`config.mk`:
```
export PLATFORM = sky130hd
export DESIGN_NAME = smb_idx_regbank
export DESIGN_NICKNAME = d
export VERILOG_FILES = /design/src/rtl/smb_idx_pkg.sv /design/src/rtl/smb_line_sync.sv /design/src/rtl/smb_reg_bank.sv /design/src/rtl/smb_xact_fsm.sv /design/src/rtl/smb_idx_regbank.sv
export SDC_FILE = /design/constraint.sdc
export NUM_CORES = 1
export LEC_CHECK = 0
export BUFFER_PORTS_ARGS = -buffer_cell sky130_fd_sc_hd__buf_2
export CAP_MARGIN = 40
export CORE_MARGIN = 2
export CORE_UTILIZATION = 57
export DETAILED_ROUTE_END_ITERATION = 6
export PLACE_DENSITY = 0.8
export SETUP_SLACK_MARGIN = 0.4
export SLEW_MARGIN = 25
export SYNTH_ARGS = -nofsm -noshare
export SYNTH_HDL_FRONTEND = slang
export SYNTH_SLANG_ARGS = --single-unit
```
`constraint.sdc`:
```
create_clock -name clk -period 6.6 [get_ports clk]
set_input_delay 0 -clock clk [delete_from_list [all_inputs] [get_ports clk]]
set_output_delay 0 -clock clk [all_outputs]
set_load 0.05 [all_outputs]
```
`src/rtl/smb_idx_pkg.sv`:
```
package smb_idx_pkg;

  typedef enum logic [2:0] {
    S_IDLE,
    S_RECV,
    S_ACK,
    S_SEND,
    S_HACK
  } smb_st_e;

  typedef enum logic [1:0] {
    K_ADDR,
    K_INDEX,
    K_COUNT,
    K_DATA
  } smb_kind_e;

endpackage

```
`src/rtl/smb_line_sync.sv`:
```
module smb_line_sync (
  input  logic clk,
  input  logic rst_n,
  input  logic scl_i,
  input  logic sda_i,
  output logic scl_s,
  output logic sda_s,
  output logic scl_rise,
  output logic scl_fall,
  output logic start_det,
  output logic stop_det
);

  logic [2:0] scl_pipe;
  logic [2:0] sda_pipe;

  // Two flops for metastability, a third to find edges. Idle bus is high.
  always_ff @(posedge clk or negedge rst_n) begin
    if (!rst_n) begin
      scl_pipe <= 3'b111;
      sda_pipe <= 3'b111;
    end else begin
      scl_pipe <= {scl_pipe[1:0], scl_i};
      sda_pipe <= {sda_pipe[1:0], sda_i};
    end
  end

  assign scl_s     = scl_pipe[1];
  assign sda_s     = sda_pipe[1];
  assign scl_rise  =  scl_pipe[1] & ~scl_pipe[2];
  assign scl_fall  = ~scl_pipe[1] &  scl_pipe[2];
  assign start_det =  scl_pipe[1] &  scl_pipe[2] & ~sda_pipe[1] &  sda_pipe[2];
  assign stop_det  =  scl_pipe[1] &  scl_pipe[2] &  sda_pipe[1] & ~sda_pipe[2];

endmodule

```
`src/rtl/smb_reg_bank.sv`:
```
module smb_reg_bank #(
  parameter int          NUM_REGS  = 16,
  parameter int          AW        = 4,
  parameter int          COUNT_IDX = 8,
  parameter logic [7:0]  COUNT_DEF = 8'h04
) (
  input  logic                  clk,
  input  logic                  rst_n,
  input  logic                  we,
  input  logic [AW-1:0]         waddr,
  input  logic [7:0]            wdata,
  input  logic [AW-1:0]         rd_idx,
  output logic [7:0]            rd_data,
  output logic [7:0]            cnt_val,
  output logic [NUM_REGS*8-1:0] regs_o
);

  logic [7:0] mem [NUM_REGS];

  for (genvar g = 0; g < NUM_REGS; g++) begin : g_loc
    localparam logic [7:0] DEF = (g == COUNT_IDX) ? COUNT_DEF : 8'((g * 16) % 256);
    logic hit;
    assign hit = we && (waddr == AW'(g));

    always_ff @(posedge clk or negedge rst_n) begin
      if (!rst_n)   mem[g] <= DEF;
      else if (hit) mem[g] <= wdata;
    end

    assign regs_o[g*8 +: 8] = mem[g];
  end

  assign rd_data = mem[rd_idx];
  assign cnt_val = mem[COUNT_IDX];

endmodule

```
`src/rtl/smb_xact_fsm.sv`:
```
module smb_xact_fsm
  import smb_idx_pkg::*;
#(
  parameter int         AW      = 4,
  parameter logic [7:0] WR_ADDR = 8'hD2
) (
  input  logic          clk,
  input  logic          rst_n,
  input  logic          sda_s,
  input  logic          scl_rise,
  input  logic          scl_fall,
  input  logic          start_det,
  input  logic          stop_det,
  input  logic [7:0]    rd_data,
  input  logic [7:0]    cnt_val,
  output logic [AW-1:0] rd_idx,
  output logic          we,
  output logic [AW-1:0] waddr,
  output logic [7:0]    wdata,
  output logic          sda_drive_low,
  output smb_st_e       st
);

  localparam logic [7:0] RD_ADDR = WR_ADDR | 8'h01;

  smb_st_e   st_q,   st_d;
  smb_kind_e kind_q, kind_d;
  logic [2:0]    cnt_q,    cnt_d;
  logic          done_q,   done_d;
  logic [7:0]    sh_q,     sh_d;
  logic [7:0]    tx_q,     tx_d;
  logic [AW-1:0] ptr_q,    ptr_d;
  logic [7:0]    remain_q, remain_d;
  logic          drv_q,    drv_d;
  logic          send_q,   send_d;
  logic          more_q,   more_d;

  always_comb begin
    st_d     = st_q;
    kind_d   = kind_q;
    cnt_d    = cnt_q;
    done_d   = done_q;
    sh_d     = sh_q;
    tx_d     = tx_q;
    ptr_d    = ptr_q;
    remain_d = remain_q;
    drv_d    = drv_q;
    send_d   = send_q;
    more_d   = more_q;
    we       = 1'b0;

    if (stop_det) begin
      st_d  = S_IDLE;
      drv_d = 1'b0;
    end else if (start_det) begin
      st_d   = S_RECV;
      kind_d = K_ADDR;
      cnt_d  = 3'd0;
      done_d = 1'b0;
      drv_d  = 1'b0;
      send_d = 1'b0;
    end else begin
      unique case (st_q)
        S_RECV: begin
          if (scl_rise) begin
            sh_d  = {sh_q[6:0], sda_s};
            cnt_d = cnt_q + 3'd1;
            if (cnt_q == 3'd7) done_d = 1'b1;
          end else if (scl_fall && done_q) begin
            done_d = 1'b0;
            st_d   = S_ACK;
            unique case (kind_q)
              K_ADDR: begin
                if (sh_q == WR_ADDR) begin
                  drv_d  = 1'b1;
                  kind_d = K_INDEX;
                  send_d = 1'b0;
                end else if (sh_q == RD_ADDR) begin
                  drv_d  = 1'b1;
                  send_d = 1'b1;
                end else begin
                  st_d = S_IDLE;
                end
              end
              K_INDEX: begin
                ptr_d  = sh_q[AW-1:0];
                drv_d  = 1'b1;
                kind_d = K_COUNT;
              end
              K_COUNT: begin
                remain_d = sh_q;
                drv_d    = 1'b1;
                kind_d   = K_DATA;
              end
              default: begin
                if (remain_q != 8'd0) begin
                  we       = 1'b1;
                  ptr_d    = ptr_q + AW'(1);
                  remain_d = remain_q - 8'd1;
                  drv_d    = 1'b1;
                end else begin
                  st_d = S_IDLE;
                end
              end
            endcase
          end
        end
        S_ACK: begin
          if (scl_fall) begin
            cnt_d = 3'd0;
            if (send_q) begin
              send_d = 1'b0;
              tx_d   = cnt_val;
              drv_d  = ~cnt_val[7];
              st_d   = S_SEND;
            end else begin
              drv_d = 1'b0;
              st_d  = S_RECV;
            end
          end
        end
        S_SEND: begin
          if (scl_fall) begin
            if (cnt_q == 3'd7) begin
              drv_d = 1'b0;
              st_d  = S_HACK;
            end else begin
              tx_d  = {tx_q[6:0], 1'b0};
              drv_d = ~tx_q[6];
              cnt_d = cnt_q + 3'd1;
            end
          end
        end
        S_HACK: begin
          if (scl_rise) begin
            more_d = ~sda_s;
          end else if (scl_fall) begin
            if (more_q) begin
              tx_d  = rd_data;
              drv_d = ~rd_data[7];
              ptr_d = ptr_q + AW'(1);
              cnt_d = 3'd0;
              st_d  = S_SEND;
            end else begin
              st_d = S_IDLE;
            end
          end
        end
        default: ;
      endcase
    end
  end

  always_ff @(posedge clk or negedge rst_n) begin
    if (!rst_n) begin
      st_q     <= S_IDLE;
      kind_q   <= K_ADDR;
      cnt_q    <= 3'd0;
      done_q   <= 1'b0;
      sh_q     <= 8'd0;
      tx_q     <= 8'd0;
      ptr_q    <= '0;
      remain_q <= 8'd0;
      drv_q    <= 1'b0;
      send_q   <= 1'b0;
      more_q   <= 1'b0;
    end else begin
      st_q     <= st_d;
      kind_q   <= kind_d;
      cnt_q    <= cnt_d;
      done_q   <= done_d;
      sh_q     <= sh_d;
      tx_q     <= tx_d;
      ptr_q    <= ptr_d;
      remain_q <= remain_d;
      drv_q    <= drv_d;
      send_q   <= send_d;
      more_q   <= more_d;
    end
  end

  assign rd_idx        = ptr_q;
  assign waddr         = ptr_q;
  assign wdata         = sh_q;
  assign sda_drive_low = drv_q;
  assign st            = st_q;

endmodule

```
`src/rtl/smb_idx_regbank.sv`:
```
module smb_idx_regbank
  import smb_idx_pkg::*;
#(
  parameter int         NUM_REGS  = 16,
  parameter logic [7:0] WR_ADDR   = 8'hD2,
  parameter int         COUNT_IDX = 8,
  parameter logic [7:0] COUNT_DEF = 8'h04
) (
  input  logic                  clk,
  input  logic                  rst_n,
  input  logic                  scl_i,
  input  logic                  sda_i,
  output logic                  sda_drive_low_o,
  output logic [NUM_REGS*8-1:0] regs_o
);

  localparam int AW = $clog2(NUM_REGS);

  logic [1:0] rst_pipe;
  logic       rst_n_i;

  always_ff @(posedge clk or negedge rst_n) begin
    if (!rst_n) rst_pipe <= 2'b00;
    else        rst_pipe <= {rst_pipe[0], 1'b1};
  end
  assign rst_n_i = rst_pipe[1];

  logic          scl_s, sda_s, scl_rise, scl_fall, start_det, stop_det;
  logic          reg_we;
  logic [AW-1:0] reg_waddr, rd_idx;
  logic [7:0]    reg_wdata, rd_data, cnt_val;
  smb_st_e       fsm_st;

  smb_line_sync u_sync (
    .clk       (clk),
    .rst_n     (rst_n_i),
    .scl_i     (scl_i),
    .sda_i     (sda_i),
    .scl_s     (scl_s),
    .sda_s     (sda_s),
    .scl_rise  (scl_rise),
    .scl_fall  (scl_fall),
    .start_det (start_det),
    .stop_det  (stop_det)
  );

  smb_xact_fsm #(
    .AW      (AW),
    .WR_ADDR (WR_ADDR)
  ) u_fsm (
    .clk           (clk),
    .rst_n         (rst_n_i),
    .sda_s         (sda_s),
    .scl_rise      (scl_rise),
    .scl_fall      (scl_fall),
    .start_det     (start_det),
    .stop_det      (stop_det),
    .rd_data       (rd_data),
    .cnt_val       (cnt_val),
    .rd_idx        (rd_idx),
    .we            (reg_we),
    .waddr         (reg_waddr),
    .wdata         (reg_wdata),
    .sda_drive_low (sda_drive_low_o),
    .st            (fsm_st)
  );

  smb_reg_bank #(
    .NUM_REGS  (NUM_REGS),
    .AW        (AW),
    .COUNT_IDX (COUNT_IDX),
    .COUNT_DEF (COUNT_DEF)
  ) u_bank (
    .clk     (clk),
    .rst_n   (rst_n_i),
    .we      (reg_we),
    .waddr   (reg_waddr),
    .wdata   (reg_wdata),
    .rd_idx  (rd_idx),
    .rd_data (rd_data),
    .cnt_val (cnt_val),
    .regs_o  (regs_o)
  );

endmodule

```
### Yosys cells after proc, flatten, opt, wreduce, memory -nomap -nowiden

Index checks and enable logic that the tools add are counted.

| cells by class | value |
|---|---|
| add/subtract/negate cells | 3 |
| $lt $le $gt $ge | 1 |
| equality and inequality tests | 59 |
| multiplexer cells | 87 |
| bitwise gates (word level) | 19 |
| reductions and logical operators | 45 |

Operators by type and width:

| kind | number |
|---|---|
| two-way mux 3 bit | 18 |
| two-way mux 7 bit | 7 |
| binary-select mux 8 bit (select 4 bit) | 1 |
| equality test 4 bit (second input constant) | 8 |
| two-way mux 1 bit | 32 |
| AND reduction 10 bit | 3 |
| two-way mux 4 bit | 6 |
| two-way mux 8 bit | 3 |
| inequality test 4 x 3 -> 1 bit (second input constant) | 6 |
| case mux 3 bit (4 select lines) | 2 |
| inequality test 3 x 2 -> 1 bit (second input constant) | 7 |
| case mux 7 bit (3 select lines) | 1 |
| two-way mux 2 bit | 9 |
| logical AND 1 bit | 17 |
| equality test 4 x 3 -> 1 bit (second input constant) | 4 |
| equality test 8 bit (second input constant) | 2 |
| case mux 4 bit (2 select lines) | 2 |
| case mux 8 bit (2 select lines) | 1 |
| inequality test 2 x 1 -> 1 bit (second input constant) | 7 |
| AND reduction 7 bit | 2 |
| inequality test 3 bit (second input constant) | 4 |
| inequality test 6 x 4 -> 1 bit (second input constant) | 2 |
| AND reduction 4 bit | 3 |
| NOT 1 bit | 11 |
| other kinds (34) | 56 |

| word-level totals | value |
|---|---|
| bits in registers | 175 |
| word-level logic and storage cells | 244 |

### Logic depth before layout (Yosys ltp)

Gate-level depths: netlist of run 1.

| depth | value |
|---|---|
| depth in word-level cells | 11 |
| depth in mapped cells | 9 |

### Cells and area by module

From an unflattened synthesis of run 1, not the netlist that was laid out.

| second synthesis, totals | value |
|---|---|
| cells, all modules | 686 |
| area, all modules | 8,748.4 um^2 |

Modules (own cells, without submodules):

| module | times used | cells each | area each (um^2) | seq. area each (um^2) |
|---|---|---|---|---|
| smb_reg_bank | 1 | 372 | 5,909.4 | 3,243.1 |
| smb_xact_fsm | 1 | 301 | 2,595.0 | 975.9 |
| smb_line_sync | 1 | 10 | 190.2 | 157.7 |
| smb_idx_regbank | 1 | 3 | 53.8 | 50.0 |

### Worst setup path before layout of run 1

Ideal clock, no wire load.

| path | value |
|---|---|
| path kind | register to register |
| start point | register u_fsm.ptr_q[1] (netlist: u_fsm.rd_idx[1]) |
| end point | register u_bank.mem (netlist bit u_bank.cnt_val[0]) |
| data arrival time | 2,152 ps |
| required time | 6,475 ps |
| setup slack | 4,323 ps |
| cell stages (with the launch flop) | 10 |
| path buffers | 4 |
| period minus slack after synthesis | 2,277 ps |
| cell sequence | dfrtp_1 -> buf_2 -> buf_2 -> buf_1 -> inv_1 -> ha_1 -> and4_1 -> clkbuf_1 -> nand2_1 -> mux2_2 |

| on the way | value |
|---|---|
| word-level cells in the longest chain between the ends | 2 |

Ends and longest elaborated chain:

| what | line | RTL |
|---|---|---|
| start, declared | smb_xact_fsm.sv:32 | `logic [AW-1:0] ptr_q, ptr_d;` |
| start signal, assigned | smb_xact_fsm.sv:174 | `ptr_q <= ptr_d;` |
| equality test 4 bit | smb_reg_bank.sv:23 | `assign hit = we && (waddr == AW'(g));` |
| logical AND 1 bit | smb_reg_bank.sv:23 |  |
| end signal, assigned by index | smb_reg_bank.sv:27 | `else if (hit) mem[g] <= wdata;` |
| end, declared | smb_reg_bank.sv:18 | `logic [7:0] mem [NUM_REGS];` |

No other way between the ends.
A chain may end at the register's enable or synchronous reset.

### Final worst setup path of run 1

| path | value |
|---|---|
| start point | register u_fsm.ptr_q[0] (netlist: u_fsm.rd_idx[0]) |
| end point | register u_fsm.tx_q[4] |

| on the way | value |
|---|---|
| word-level cells in the longest chain between the ends | 8 |

Ends and longest elaborated chain:

| what | line | RTL |
|---|---|---|
| NOT 4 -> 5 bit (implied by the code) | smb_reg_bank.sv:33 | `assign rd_data = mem[rd_idx];` |
| binary-select mux 8 bit (select 4 bit) | smb_reg_bank.sv:33 |  |
| two-way mux 8 bit (implied by the code) (2 in series) | smb_reg_bank.sv:33 |  |
| two-way mux 7 bit | smb_xact_fsm.sv:138 | `if (more_q) begin` |
| two-way mux 7 bit | smb_xact_fsm.sv:137 | `end else if (scl_fall) begin` |
| two-way mux 7 bit | smb_xact_fsm.sv:135 | `if (scl_rise) begin` |
| case mux 7 bit (3 select lines) | smb_xact_fsm.sv:63 | `unique case (st_q)` |
| end signal, assigned | smb_xact_fsm.sv:173 | `tx_q <= tx_d;` |
| end, declared | smb_xact_fsm.sv:31 | `logic [7:0] tx_q, tx_d;` |

No other way between the ends. The select of a mux whose other input is x is not followed.

==> impl_metrics.tcl, run 1 <==
set metrics [dict create \
    status "finished, violations left" \
    violations "design-rule violations" \
    drt_wl_total_um 22590 \
    power_leakage_nw 5.166 \
    post-place-ws_ns 3.984 \
    maxCapViolCount 0 \
    antenna_found_initial 0 \
    start_util 0.5803 \
    synth_cell_types 64 \
    drc 11 \
    finalCritPeriodShare 0.4183 \
    std_cell_rows 45 \
    synth_nets 676 \
    cp_max_fo 39 \
    fp.dieArea_um2 16430 \
    power_density_nw_per_um2 305.2 \
    tns_ns 0 \
    synth.top_cell.area_share 0.3901 \
    ant_nets 0 \
    syn_to_final_growth_pct 16.37 \
    grt_start_max_net_pins 67 \
    async_reset_ff_frac 1.000 \
    met3_usage 0.06553 \
    syn_inst 659 \
    ios 133 \
    cts_setup_buffers 0 \
    hold_viol_final 0 \
    htree_levels 4 \
    ys_ff_latch 175 \
    synth_compound_area_frac 0.07005 \
    final.setup.worst_slack_ns 3.839 \
    grt_most_used_layer "met2" \
    synthSimpleGateAreaFrac 0.08001 \
    cp.required_ns 6.92 \
    rsz0062_at_grt "false" \
    synthTopCellsByCount "139 x mux2_2, 137 x dfrtp_1, 40 x nand2_1, 38 x dfstp_2, 34 x clkbuf_1" \
    slew_headroom 0.4276 \
    gr-usage-all-layers 0.2840 \
    core-area_um2 15150 \
    synthTopCellsByArea "dfrtp_1 39%, mux2_2 18%, dfstp_2 11%, mux4_2 4.6%, mux4_1 4.2%" \
    die_w_um 128.2 \
    grt.overflow.total 0 \
    yosys-mux-area-fraction 0.2960 \
    dieHeight_um 128.2 \
    via_count 6325 \
    clockRootBuffer "clkbuf_16" \
    nets 793 \
    fillers 1010 \
    yosys.area.top_type "dfrtp_1" \
    clkTransAtPathRegs_ns 0.07 \
    grt_pass1_wl_um 35240 \
    ys_seq_area_frac 0.5037 \
    vias_per_cell 6.474 \
    io_buffers 132 \
    synth_edf_count 0 \
    synth_fa_ha_area_frac 0.01851 \
    diodes 0 \
    synth-xor-area-share 0.0009966 \
    slew_violations 0 \
    cts_buffers 17 \
    setup_viol 0 \
    drive_gt1_frac 0.4842 \
    dr.pass1.iters 7 \
    wl_per_cell_um 23.13 \
    worstPathArrival_ns 3.08 \
    fmax_ghz 0.3622 \
    grt_pass1_vias 6426 \
    synth_area_um2 8788 \
    dp_hpwl_um 15290 \
    cts_tree "built" \
    synth_top_family_by_area "multiplexers" \
    path_class "flop to flop" \
    vdd_drop_max_uv 230.3 \
    gp_congestion 0.9804 \
    cts.sinks 175 \
    rr_startpoint "u_fsm.rd_idx[0]" \
    clockBufferDepth 2 \
    yosysWarnings 0 \
    clk_latency_ns 0.43 \
    hold_path_class "primary input to flop" \
    gr-usage-met2 0.4574 \
    tightest_slew_ns 0.8586 \
    crit_start "u_fsm.rd_idx[0]" \
    first_iter_violations 674 \
    min_from "sda_i" \
    end_kind "flop" \
    min_period_ns 2.761 \
    postCtsResizedCells 0 \
    use_met1 0.3635 \
    start_kind "flop" \
    dominantRegCellSynth "dfrtp_1" \
    synth.avg_cell_area_um2 13.34 \
    yosys.cell_count.top_type "mux2_2" \
    skew_ns 0.009877 \
]
==> registers in the layout, summed over array words and instances, names as in the netlist <==
register	cells
u_bank.regs_o	120
u_bank.cnt_val	8
u_fsm.remain_q	8
u_fsm.wdata	8
u_fsm.tx_q	7
u_fsm.rd_idx	4
u_fsm.cnt_q	3
u_fsm.st	3
u_sync.scl_pipe	3
u_sync.sda_pipe	3
rst_pipe	2
u_fsm.kind_q	2
u_fsm.done_q	1
u_fsm.more_q	1
u_fsm.sda_drive_low	1
u_fsm.send_q	1
==> cell usage in the layout (no fill, tap or decap), types with 10 or more instances in the layout <==
cell       netlist  final
a21oi_1         16     16
buf_2            8    132
clkbuf_16        0     18
dfrtp_1        137    135
dfstp_2         38     38
ha_1            13     13
inv_1           15     15
mux2_1          10     10
mux2_2         139    139
mux2i_1         12     12
mux4_1          14     14
mux4_2          18     18
nand2_1         40     40
nand3_1         12     12
nor2_1          21     21
o21ai_0         15     15
==> layout make-up <==
class	count	area, µm²	share of cell area
timing repair buffer	144	798.3	0.07805
multi-input combinational	423	4095	0.4004
sequential	175	4432	0.4333
clock inverter	13	156.4	0.01529
clock buffer	19	454.2	0.04441
inverter	15	56.30	0.005505
tap	188	235.2	0.02300
==> per-layer routing <==
metal,wire length (µm),share of wire
met1,8964,0.40
met2,11140,0.49
met3,1643,0.073
met4,845,0.037
met5,0,0
==> critical path: stages, from the launching register on <==
cell	delay [ns]
dfrtp_2	0.34
buf_4	0.55
mux4_2	0.62
mux2_4	0.29
a222oi_1	0.41
o31ai_1	0.15
mux2_4	0.28
==> through the flow <==
stage / power [mW] / utilization / std cells / cell area [µm²] / hold WS [ns]
floorplan: 1.909 / - / 659 / 8788 / -0.2956
global placement: 2.045 / 0.6278 / 937 / 9509 / -0.2153
detailed placement: 2.071 / 0.6278 / 937 / 9509 / -0.2146
CTS: 3.101 / 0.6708 / 973 / 10160 / 0.2027
global route: 3.257 / 0.6753 / 977 / 10230 / 0.2208
finish: 3.122 / 0.6753 / 977 / 10230 / 0.2154
==> worst paths after layout <==
path | endpoint | slack (ns) | cells past startpoint
min | u_sync.sda_pipe[0] | 0.22 | 2
min in group asynchronous | u_bank.regs_o[100] | 0.31 | 0
max reg2reg | u_fsm.tx_q[4] | 3.84 | 6
min reg2reg | u_bank.regs_o[100] | 0.31 | 0
max | u_fsm.tx_q[4] | 3.84 | 6
max in group asynchronous | u_sync.sda_pipe[2] | 5.16 | 2
==> where the power goes <==
group	switching, mW	internal, mW
Sequential	0.160	1.13
Clock	0.442	0.588
Combinational	0.468	0.329
Total	1.07	2.05
==> what timing repair did <==
| item | in CTS | in global routing |
|---|---|---|
| endpoints found under the setup margin | 0 | 0 |
| hold buffers | 4 | 0 |
| hold endpoints to repair | 4 | 0 |
==> logic make-up (layout without fill, tap and decap cells) <==
logic type	Yosys count	after routing
other	1	1
and+or+nand+nor	127	127
xor gates and xnor gates	1	1
buffers and inverters	61	191
DFF	175	175
adders and majority gates	13	13
AOI/OAI and AO/OA	86	86
muxes	195	195
(Power assumes the default switching activity.)
==> run 2: changes to the inputs <==
Settings changed: ABC_AREA from default to 1, CORE_UTILIZATION 57 to 52, PLACE_DENSITY 0.8 to 0.77.
Clock period 6.6 ns to 2.5 ns, I/O delays scaled along.
==> run 2 against run 1 <==
Effect of this change:
- the run now ends clean
- clock skew is 0.0016 ns lower
- fmax increased by 38%
- area after synthesis decreased by 0.34%
- flip-flop and latch count unchanged
- hold slack better by 0.0030 ns
- non-clock buffer count is 18 higher
- via count increased by 31%
- wire length is 15% higher
- register-to-register slack got worse by 3.3 ns
- critical endpoint is now u_bank.regs_o[122]
- highest routed layer unchanged
==> impl_metrics.tcl, run 2 <==
set metrics [dict create \
    status "finished, final reports clean" \
    cts_setup_buffers 0 \
    dominantRegCellSynth "dfrtp_1" \
    first_iter_violations 924 \
    final_cell_mix "349 x nand2_1, 223 x o21ai_0, 135 x dfrtp_1" \
    cts.sinks 175 \
    p_sw_frac 0.3730 \
    clkTransAtPathRegs_ns 0.07 \
    htree_levels 4 \
    die_w_um 133.8 \
    grt_start_max_net_pins 39 \
    end_kind "flop" \
    grt_pass1_wl_um 41990 \
    synth.top_cell.area_share 0.3914 \
    synthTopCellsByArea "dfrtp_1 39%, nand2_1 15%, o21ai_0 13%, dfstp_2 11%, nor2_1 5.4%" \
    vias_per_cell 5.557 \
    clockRootBuffer "clkbuf_16" \
    dp_hpwl_um 18190 \
    yosys.cell_count.top_type "nand2_1" \
    start_util 0.5300 \
    cp_cell_sequence "nand2_1 -> nor2_4 -> nand4_4 -> nor2_4 -> nand2_2 -> nand2_1 -> o21ai_1" \
    largest_reg_flops 120 \
    grt.overflow.total 0 \
    syn_to_final_growth_pct 17.66 \
    min_period_ns 1.995 \
    cts_tree "built" \
    drc 0 \
    antenna_found_initial 0 \
    synth.avg_cell_area_um2 7.751 \
    std_cell_rows 47 \
    core-area_um2 16520 \
    yosysWarnings 0 \
    power_density_nw_per_um2 857.2 \
    clk_latency_ns 0.43 \
    worstPathArrival_ns 2.30 \
    gp_congestion 0.9780 \
    power_frac_clock 0.319 \
    gr-usage-all-layers 0.3017 \
    async_reset_ff_frac 1.000 \
    ys_seq_area_frac 0.5054 \
    ios 133 \
    cp_slowest_cell "dfstp_2" \
    instances_no_fill 1490 \
    mostFrequentLayoutCell "nand2_1" \
    slew_violations 0 \
    setup_viol 0 \
    maxCapViolCount 0 \
    nets 1274 \
    p_seq_frac 0.362 \
    fmax_ghz 0.5013 \
    slew_headroom 0.4970 \
    drive_gt1_frac 0.2016 \
    hold_viol_final 0 \
    finalCritPeriodShare 0.7980 \
    tns_ns 0 \
    power_leakage_nw 5.220 \
    grt_pass1_vias 7888 \
    rsz0062_at_grt "true" \
    cp_max_fo 16 \
    tightest_slew_ns 0.7536 \
    via_count 8280 \
    cp.required_ns 2.80 \
    comb_power_share 0.319 \
    synth_area_um2 8758 \
    synth_nets 1147 \
    synthTopCellsByCount "350 x nand2_1, 223 x o21ai_0, 137 x dfrtp_1, 125 x nor2_1, 76 x inv_1" \
    path_class "flop to flop" \
    place_inst 1454 \
    syn_inst 1130 \
    p_int_mw 5.539 \
    ant_nets 0 \
    cts_buffers 17 \
    yosys.area.top_type "dfrtp_1" \
    drt_wl_total_um 26070 \
    synth_cell_types 31 \
    dieHeight_um 133.8 \
    fp.dieArea_um2 17900 \
    ys_ff_latch 175 \
    hold_path_class "primary input to flop" \
    skew_ns 0.008309 \
    io_buffers 132 \
    critPathMaxStageDelay_ns 0.54 \
    p_switching_mw 3.294 \
    diodes 0 \
    dr.pass1.iters 5 \
    wl_per_cell_um 17.49 \
    clockBufferDepth 2 \
    start_kind "flop" \
    vdd_drop_max_uv 710.8 \
    synth_edf_count 0 \
]
==> run 2: cell types whose count changed after synthesis, moves of 14 or more <==
cell     delta
nand2_1   +310
o21ai_0   +208
mux2_2    -139
nor2_1    +104
inv_1      +61
o21ai_1    +23
nand3_1    +21
mux4_2     -18
buf_6      +14
mux4_1     -14
==> run 2: what timing repair did <==
item,CTS,global route
gates resized for setup,0,6
hold buffers,4,0
endpoints found under the hold margin,4,0
setup endpoints to repair,0,102
==> run 2: final timing paths <==
kind	from	endpoint	slack (ns)	depth (start not counted)
setup / recovery	u_sync.scl_pipe[2]	u_bank.regs_o[122]	0.51	7
hold / removal	scl_i	u_sync.scl_pipe[0]	0.22	2
setup reg to reg	u_sync.scl_pipe[2]	u_bank.regs_o[122]	0.51	7
hold reg to reg	rst_pipe[1]	u_bank.regs_o[97]	0.32	0
max in group asynchronous	rst_pipe[1]	u_bank.regs_o[87]	1.48	1
min in group asynchronous	rst_pipe[1]	u_bank.regs_o[97]	0.32	0
==> run 2: per-stage QoR <==
stage / instance area, µm² / worst slack (ns) / util / hold WS [ns] / power, mW
2_1_floorplan: 8762 / 0.6497 / - / -0.2956 / 5.154
3_3_place_gp: 9618 / 0.5370 / 0.5820 / -0.2135 / 5.939
3_5_place_dp: 9618 / 0.5153 / 0.5820 / -0.2121 / 5.962
4_1_cts: 10280 / 0.4823 / 0.6222 / 0.2112 / 8.791
5_1_grt: 10300 / 0.3548 / 0.6236 / 0.2137 / 9.361
6_report: 10300 / 0.5051 / 0.6236 / 0.2185 / 8.833
==> run 2: kinds of logic (layout without fill, tap and decap cells) <==
| group | after synthesis | after routing | share of synthesized area |
|---|---|---|---|
| AO/OA/AOI/OAI | 269 | 269 | 0.1550 |
| adder cells (fa/ha/maj) | 13 | 13 | 0.01857 |
| other | 1 | 1 | 0.0004282 |
| AND/OR/NAND/NOR | 540 | 540 | 0.2493 |
| buffers and inverters | 131 | 271 | 0.07028 |
| flip-flops | 175 | 175 | 0.5054 |
| XOR/XNOR | 1 | 1 | 0.001000 |
==> run 2: routing by layer <==
metal	global-route usage	routed length (µm)	up-vias
li1	-	-	3891
met1	0.4060	10720	3926
met2	0.4764	12230	393
met3	0.06765	2247	70
met4	0.1247	867	0
met5	0	0	-
==> run 2: final cells by class <==
cell class / instances / area, µm²
clock buffers: 21 / 470.5
repair buffers: 162 / 945.9
inverters: 77 / 289.0
well taps: 220 / 275.3
multi-input cells: 824 / 3739
clock inverters: 11 / 153.9
fillers: 1423 / 6220
flip-flops and latches: 175 / 4432
==> run 2: power by group through the flow <==
stage	Sequential (mW)	Clock (mW)	Combinational (mW)
final	3.20	2.81	2.82
after global routing	3.23	2.97	3.17
after CTS	3.20	2.84	2.75
after floorplan	3.26	0	1.90
after global placement	3.23	0	2.70
after detailed placement	3.24	0	2.72
==> run 2: critical path: cells and delay by family, from the launching register on <==
kind,cells,cell delay [ns]
and+or+nand+nor,6,1.24
DFF,1,0.54
AOI/OAI and AO/OA,1,0.09
